--- src/rtl/dbg_node_pkg.sv ---
package dbg_node_pkg;
  localparam int REG_W      = 32;
  localparam int MAX_ADDR_W = 8;

  typedef enum logic {
    BUS_READ  = 1'b0,
    BUS_WRITE = 1'b1
  } bus_op_e;

  // Smallest address width covering n locations.
  function automatic int addr_bits(input int n);
    return (n <= 2) ? 1 : $clog2(n);
  endfunction
endpackage

--- src/rtl/dbg_addr_window.sv ---
module dbg_addr_window #(
  parameter int ADDR_W = 4,
  parameter int BASE   = 0,
  parameter int N_RW   = 4,
  parameter int N_RO   = 4,
  parameter int OFF_W  = 3
) (
  input  logic [ADDR_W-1:0] addr,
  input  logic              valid,
  output logic              hit,
  output logic              writable,
  output logic [OFF_W-1:0]  off
);
  localparam int TOTAL = N_RW + N_RO;

  logic [31:0] rel;

  // Below-base addresses wrap to a large value and fall out of range.
  assign rel      = 32'(addr) - 32'(BASE);
  assign hit      = valid && (rel < 32'(TOTAL));
  assign writable = hit && (rel < 32'(N_RW));
  assign off      = rel[OFF_W-1:0];
endmodule

--- src/rtl/dbg_reg_bank.sv ---
module dbg_reg_bank #(
  parameter int N_RW  = 4,
  parameter int N_RO  = 4,
  parameter int OFF_W = 3,
  parameter int RW_IW = 2
) (
  input  logic                clk,
  input  logic                rst,
  input  logic                we,
  input  logic [RW_IW-1:0]    wr_idx,
  input  logic [31:0]         wdata,
  input  logic [OFF_W-1:0]    rd_off,
  input  logic [32*N_RO-1:0]  ro_in,
  output logic [31:0]         rd_word,
  output logic [32*N_RW-1:0]  ctrl_out
);
  localparam int TOTAL = N_RW + N_RO;

  logic [31:0] mem   [N_RW];
  logic [31:0] words [TOTAL];

  always_ff @(posedge clk) begin
    if (rst) begin
      for (int i = 0; i < N_RW; i++) mem[i] <= '0;
    end else if (we) begin
      mem[wr_idx] <= wdata;
    end
  end

  genvar g;
  generate
    for (g = 0; g < N_RW; g++) begin : g_rw
      assign words[g]              = mem[g];
      assign ctrl_out[32*g +: 32]  = mem[g];
    end
    for (g = 0; g < N_RO; g++) begin : g_ro
      assign words[N_RW+g] = ro_in[32*g +: 32];
    end
  endgenerate

  always_comb begin
    rd_word = '0;
    if (32'(rd_off) < 32'(TOTAL)) rd_word = words[rd_off];
  end

  // a write lands in the addressed register
  assert_write_lands_R4: assert property (@(posedge clk) disable iff (rst)
    we |=> mem[$past(wr_idx)] == $past(wdata));
endmodule

--- src/rtl/dbg_fwd_stage.sv ---
module dbg_fwd_stage #(
  parameter int ADDR_W = 4
) (
  input  logic              clk,
  input  logic              rst,
  input  logic [ADDR_W-1:0] in_addr,
  input  logic [31:0]       in_data,
  input  logic              in_rw,
  input  logic              in_valid,
  input  logic              in_rvalid,
  input  logic              rd_sel,
  input  logic [31:0]       rd_word,
  output logic [ADDR_W-1:0] out_addr,
  output logic [31:0]       out_data,
  output logic              out_rw,
  output logic              out_valid,
  output logic              out_rvalid
);
  always_ff @(posedge clk) begin
    if (rst) begin
      out_addr   <= '0;
      out_data   <= '0;
      out_rw     <= 1'b0;
      out_valid  <= 1'b0;
      out_rvalid <= 1'b0;
    end else begin
      out_addr  <= in_addr;
      out_rw    <= in_rw;
      out_valid <= in_valid;
      if (rd_sel) begin
        out_data   <= rd_word;
        out_rvalid <= 1'b1;
      end else begin
        out_data   <= in_data;
        out_rvalid <= in_rvalid;
      end
    end
  end

  // control fields are delayed by exactly one clock
  assert_fwd_delay_R1: assert property (@(posedge clk) disable iff (rst)
    1'b1 |=> (out_valid == $past(in_valid)) && (out_addr == $past(in_addr))
             && (out_rw == $past(in_rw)));
endmodule

--- src/rtl/dbg_chain_node.sv ---
module dbg_chain_node #(
  parameter int CHAIN_REGS = 16,
  parameter int BASE       = 4,
  parameter int N_RW       = 4,
  parameter int N_RO       = 4,
  parameter int ADDR_W     = dbg_node_pkg::addr_bits(CHAIN_REGS)
) (
  input  logic                clk,
  input  logic                rst,
  input  logic [ADDR_W-1:0]   in_addr,
  input  logic [31:0]         in_data,
  input  logic                in_rw,
  input  logic                in_valid,
  input  logic                in_rvalid,
  input  logic [32*N_RO-1:0]  ro_in,
  output logic [ADDR_W-1:0]   out_addr,
  output logic [31:0]         out_data,
  output logic                out_rw,
  output logic                out_valid,
  output logic                out_rvalid,
  output logic [32*N_RW-1:0]  ctrl_out
);
  import dbg_node_pkg::*;

  localparam int TOTAL = N_RW + N_RO;
  localparam int OFF_W = (TOTAL > 1) ? $clog2(TOTAL) : 1;
  localparam int RW_IW = (N_RW > 1) ? $clog2(N_RW) : 1;

  logic             hit, writable, we, rd_sel;
  logic [OFF_W-1:0] off;
  logic [31:0]      rd_word;

  // address width fits the chain and the one-byte bus
  initial begin
    assert_addr_fit_R9: assert ((ADDR_W <= MAX_ADDR_W) && ((1 << ADDR_W) >= CHAIN_REGS)
                                && (BASE + TOTAL <= CHAIN_REGS))
      else $error("address window does not fit the bus");
  end

  dbg_addr_window #(
    .ADDR_W(ADDR_W), .BASE(BASE), .N_RW(N_RW), .N_RO(N_RO), .OFF_W(OFF_W)
  ) u_win (
    .addr(in_addr), .valid(in_valid), .hit(hit), .writable(writable), .off(off)
  );

  assign we     = writable && (in_rw == BUS_WRITE);
  assign rd_sel = hit && (in_rw == BUS_READ);

  dbg_reg_bank #(
    .N_RW(N_RW), .N_RO(N_RO), .OFF_W(OFF_W), .RW_IW(RW_IW)
  ) u_bank (
    .clk(clk), .rst(rst), .we(we), .wr_idx(off[RW_IW-1:0]), .wdata(in_data),
    .rd_off(off), .ro_in(ro_in), .rd_word(rd_word), .ctrl_out(ctrl_out)
  );

  dbg_fwd_stage #(.ADDR_W(ADDR_W)) u_fwd (
    .clk(clk), .rst(rst),
    .in_addr(in_addr), .in_data(in_data), .in_rw(in_rw),
    .in_valid(in_valid), .in_rvalid(in_rvalid),
    .rd_sel(rd_sel), .rd_word(rd_word),
    .out_addr(out_addr), .out_data(out_data), .out_rw(out_rw),
    .out_valid(out_valid), .out_rvalid(out_rvalid)
  );

  // reset clears the valid flags and the writable registers
  assert_reset_clear_R2: assert property (@(posedge clk)
    rst |=> !out_valid && !out_rvalid && (ctrl_out == '0));

  // writes to read-only words leave the registers alone
  assert_ro_ignore_R5: assert property (@(posedge clk) disable iff (rst)
    (hit && in_rw && !writable) |=> $stable(ctrl_out));

  // a read hit raises the response flag
  assert_read_flag_R6: assert property (@(posedge clk) disable iff (rst)
    (hit && !in_rw) |=> out_rvalid);

  // a miss passes data and flag through
  assert_miss_pass_R7: assert property (@(posedge clk) disable iff (rst)
    !hit |=> (out_data == $past(in_data)) && (out_rvalid == $past(in_rvalid)));

  // a write never attaches a read response
  assert_write_fwd_R8: assert property (@(posedge clk) disable iff (rst)
    (in_valid && in_rw) |=> (out_data == $past(in_data)) && (out_rvalid == $past(in_rvalid)));

  // idle cycles never write
  assert_idle_nowrite_R10: assert property (@(posedge clk) disable iff (rst)
    !in_valid |=> $stable(ctrl_out));
endmodule

--- config.mk ---
export PLATFORM = sky130hd
export DESIGN_NAME = dbg_chain_node
export DESIGN_NICKNAME = d
export VERILOG_FILES = /design/src/rtl/dbg_node_pkg.sv /design/src/rtl/dbg_addr_window.sv /design/src/rtl/dbg_reg_bank.sv /design/src/rtl/dbg_fwd_stage.sv /design/src/rtl/dbg_chain_node.sv
export SDC_FILE = /design/constraint.sdc
export NUM_CORES = 1
export LEC_CHECK = 0
export ABC_AREA = 1
export BUFFER_PORTS_ARGS = -buffer_cell sky130_fd_sc_hd__buf_4
export CAP_MARGIN = 30
export CORE_MARGIN = 1
export CORE_UTILIZATION = 55
export DETAILED_ROUTE_END_ITERATION = 6
export HOLD_SLACK_MARGIN = 0.05
export PLACE_DENSITY = 0.91
export SLEW_MARGIN = 40
export SYNTH_ARGS = -nofsm -noshare
export SYNTH_HDL_FRONTEND = slang
export SYNTH_HIERARCHICAL = 1
export SYNTH_SLANG_ARGS = --single-unit
--- constraint.sdc ---
create_clock -name clk -period 12.35 [get_ports clk]
set_input_delay 3.705 -clock clk [delete_from_list [all_inputs] [get_ports clk]]
set_output_delay 3.705 -clock clk [all_outputs]
set_load 0.02 [all_outputs]
==> results.toml <==
[grt]
grt_pass1_wl_um = 45080
grt_max_degree = 80
globalRouteTotalUtil_pct = 32.50
antenna_found_initial = 0
first_global_vias = 9099
gr-total-overflow = 0

[logic_synthesis]
ys.warnings.count = 6
synth_edf_count = 128
syn_inst = 1406
synth-main-ff-cell = "edfxtp_1"
synth.most_common_cell = "nand2_1"
synth_seq_cells = 167
synth_cell_types = 17
yosysSeqAreaShare_pct = 47.67
yosys-top-cells-count = "488 x nand2_1, 335 x inv_1, 170 x nor2_1, 129 x nand3_1, 128 x edfxtp_1"
synthTopCellsByArea = "edfxtp_1 40%, nand2_1 19%, inv_1 13%, dfxtp_1 8.0%, nand3_1 6.7%"
syn_avg_cell_area_sq_um = 6.900
async_flop_share_pct = 0
syn_area_sq_mm = 0.009702
yosys.area.top_type_share_pct = 39.62
syn_nets = 1576
synth.largest_area_cell = "edfxtp_1"

[routing]
drtPass1Iterations = 6
viasPerCell = 5.115
vias = 9871
drc_errors = 0
drtIter0Drc = 1001
avgRoutedWirePerCell_um = 15.57
wl_um = 30060
drtAntennaViolNets = 0

[worst_setup_path]
crit_family = "simple AND/OR/NAND/NOR gates"
max_stage_delay_ps = 650
cp_slowest_cell = "nand2_2"
required_ps = 12330
crit_buf_inv = 4
start_kind = "input port"
cp-end-kind = "flop"
critPathKind = "input port to flop"
worstPathArrival_ps = 6400
crit_chain = "buf_4, ha_1, inv_1, nand2_2, nor2_2, nand2_1, inv_1, nand2_2, buf_4, nor2_1, nand2_2, nand2_2"
path_common_cell = "nand2_2"
crit_fanout = 66

[job]
maxCapViolCount = 0

[sta]
timing.fmax_mhz = 155.7
worst_pin_slew_ps = 865.0
fin_crit_sh_pct = 52.00
slew_violations = 0
clock_skew_ps = 6.913
timing.final.ws_setup_ps = 5927
setup_viol = 0
tns_ps = 0
final-hold-violation-count = 0
period_minus_slack_ps = 6423
grt_setup_unrepaired = "no"
max-slew-margin-rel_pct = 42.33

[place]
place_congestion = 0.8666
dp_hpwl_um = 20240
dpl.cell_count = 1897
port_buffers = 335
place_ws_ps = 5437

[final_layout]
fin_util_pct = 73.74
finalNonFillerCells = 1930
nNetsFinal = 1862
antenna_cells = 0
drive_above_1_share_pct = 22.70
areaGrowthSynthToFinish_pct = 31.02

[floorplan]
die-area_sq_mm = 0.01818
num_rows = 48
fp.dieW_um = 134.8
fp.dieH_um = 134.8
start_util_pct = 56.29
io_pins = 336
coreArea_sq_mm = 0.01724

[clock_network]
ctsHoldBuffers = 0
h-tree-depth = 4
clk_path_buf_depth = 2
cts_sinks = 167
cts-resized-gates = 0
root_buffer = "clkbuf_16"
clk_latency_ps = 420
cts_tree = "done"
post_cts_buffers = 0
numCtsBuffers = 17
path_clk_slew_ps = 70

[power_and_ir_drop]
peakVddDrop_uv = 103.4
p_leak_uw = 0.007194
power_density_mw_per_mm2 = 115.1
total_power_uw = 1463

[hold_path]
hp-class = "flop to flop"

[outcome]
status = "complete, no violations"
==> logic make-up after synthesis <==
kind of cell	after synthesis	synth area share, %
AND/OR/NAND/NOR	821	33.89
buffers and inverters	416	18.26
flip-flops	167	47.67
AO/OA/AOI/OAI	1	0.05154
adder cells (fa/ha/maj)	1	0.1289
==> report_power, final <==
| part | total [uW] | switching [uW] | internal, uW |
|---|---|---|---|
| Combinational | 292 | 175 | 117 |
| Clock | 512 | 218 | 294 |
| Sequential | 659 | 22.3 | 637 |
==> metrics by stage <==
step | cell area [sq um] | hold slack, ps
final | 12710 | 879.7
after global routing | 12710 | 974.7
after CTS | 12680 | 876.3
after detailed placement | 12120 | 856.0
after global placement | 12090 | 833.3
after floorplan | 9702 | 940.5
==> metal layers <==
layer  vias to the layer above  wire length (um)  track usage [%]
li1                       4689                 -                -
met2                       640             15060            57.07
met4                         0              1167            16.48
met3                        96              3027            6.119
met5                         -                 0                0
met1                      4446             10800            37.90
==> cell usage in the layout, fill, tap and decap left out <==
cell        count
buf_4         342
nand2_2         6
nand3_1       129
dfxtp_1        39
nor2_4          1
nand2_1       481
edfxtp_1      128
bufinv_16       2
nor3_1         32
nor2_2          1
buf_16          1
nor2_1        169
buf_12          1
inv_2           3
o21ai_4         1
clkbuf_16      17
clkinv_1        4
clkinv_2        3
inv_4           1
ha_1            1
clkinv_4        2
clkinvlp_4      4
nand2_4         2
inv_1         335
==> flip-flops by register name, indices dropped and copies added, names as in the netlist <==
register and cells:
u_bank/mem 128, u_fwd/out_addr 4, u_fwd/out_data 32, u_fwd/out_rvalid 1
u_fwd/out_rw 1, u_fwd/out_valid 1
==> final timing paths <==
| path | start | to | slack (ps) | cells past startpoint |
|---|---|---|---|---|
| max | in_addr[2] | u_bank/mem[1][12]$_SDFFCE_PN0P_ | 5930 | 12 |
| min | u_bank/mem[3][2]$_DFFE_PP_ | u_fwd/out_data[2]$_SDFF_PP0_ | 880 | 10 |
| max reg2reg | u_bank/mem[0][1]$_SDFFCE_PN0P_ | u_fwd/out_data[1]$_SDFF_PP0_ | 11100 | 10 |
| min reg2reg | u_bank/mem[3][2]$_DFFE_PP_ | u_fwd/out_data[2]$_SDFF_PP0_ | 880 | 10 |
==> worst register-to-register path, stage by stage, from the launching register on <==
cell,delay (ps)
edfxtp_1,450
inv_1,80
nand2_1,50
nand3_1,100
nand2_1,60
nand2_1,60
nand2_1,60
inv_1,50
nand2_1,70
nand2_1,100
nor2_1,70
==> cell type report <==
| class | instances | area [sq um] |
|---|---|---|
| Sequential cell | 167 | 4624 |
| Timing Repair Buffer | 344 | 2615 |
| Inverter | 339 | 1275 |
| Clock inverter | 15 | 137.6 |
| Clock buffer | 17 | 425.4 |
| Tap cell | 225 | 281.5 |
| Multi-Input combinational cell | 823 | 3352 |
| Fill cell | 1289 | 4526 |
Note: power is estimated with default switching activity, not from simulation.
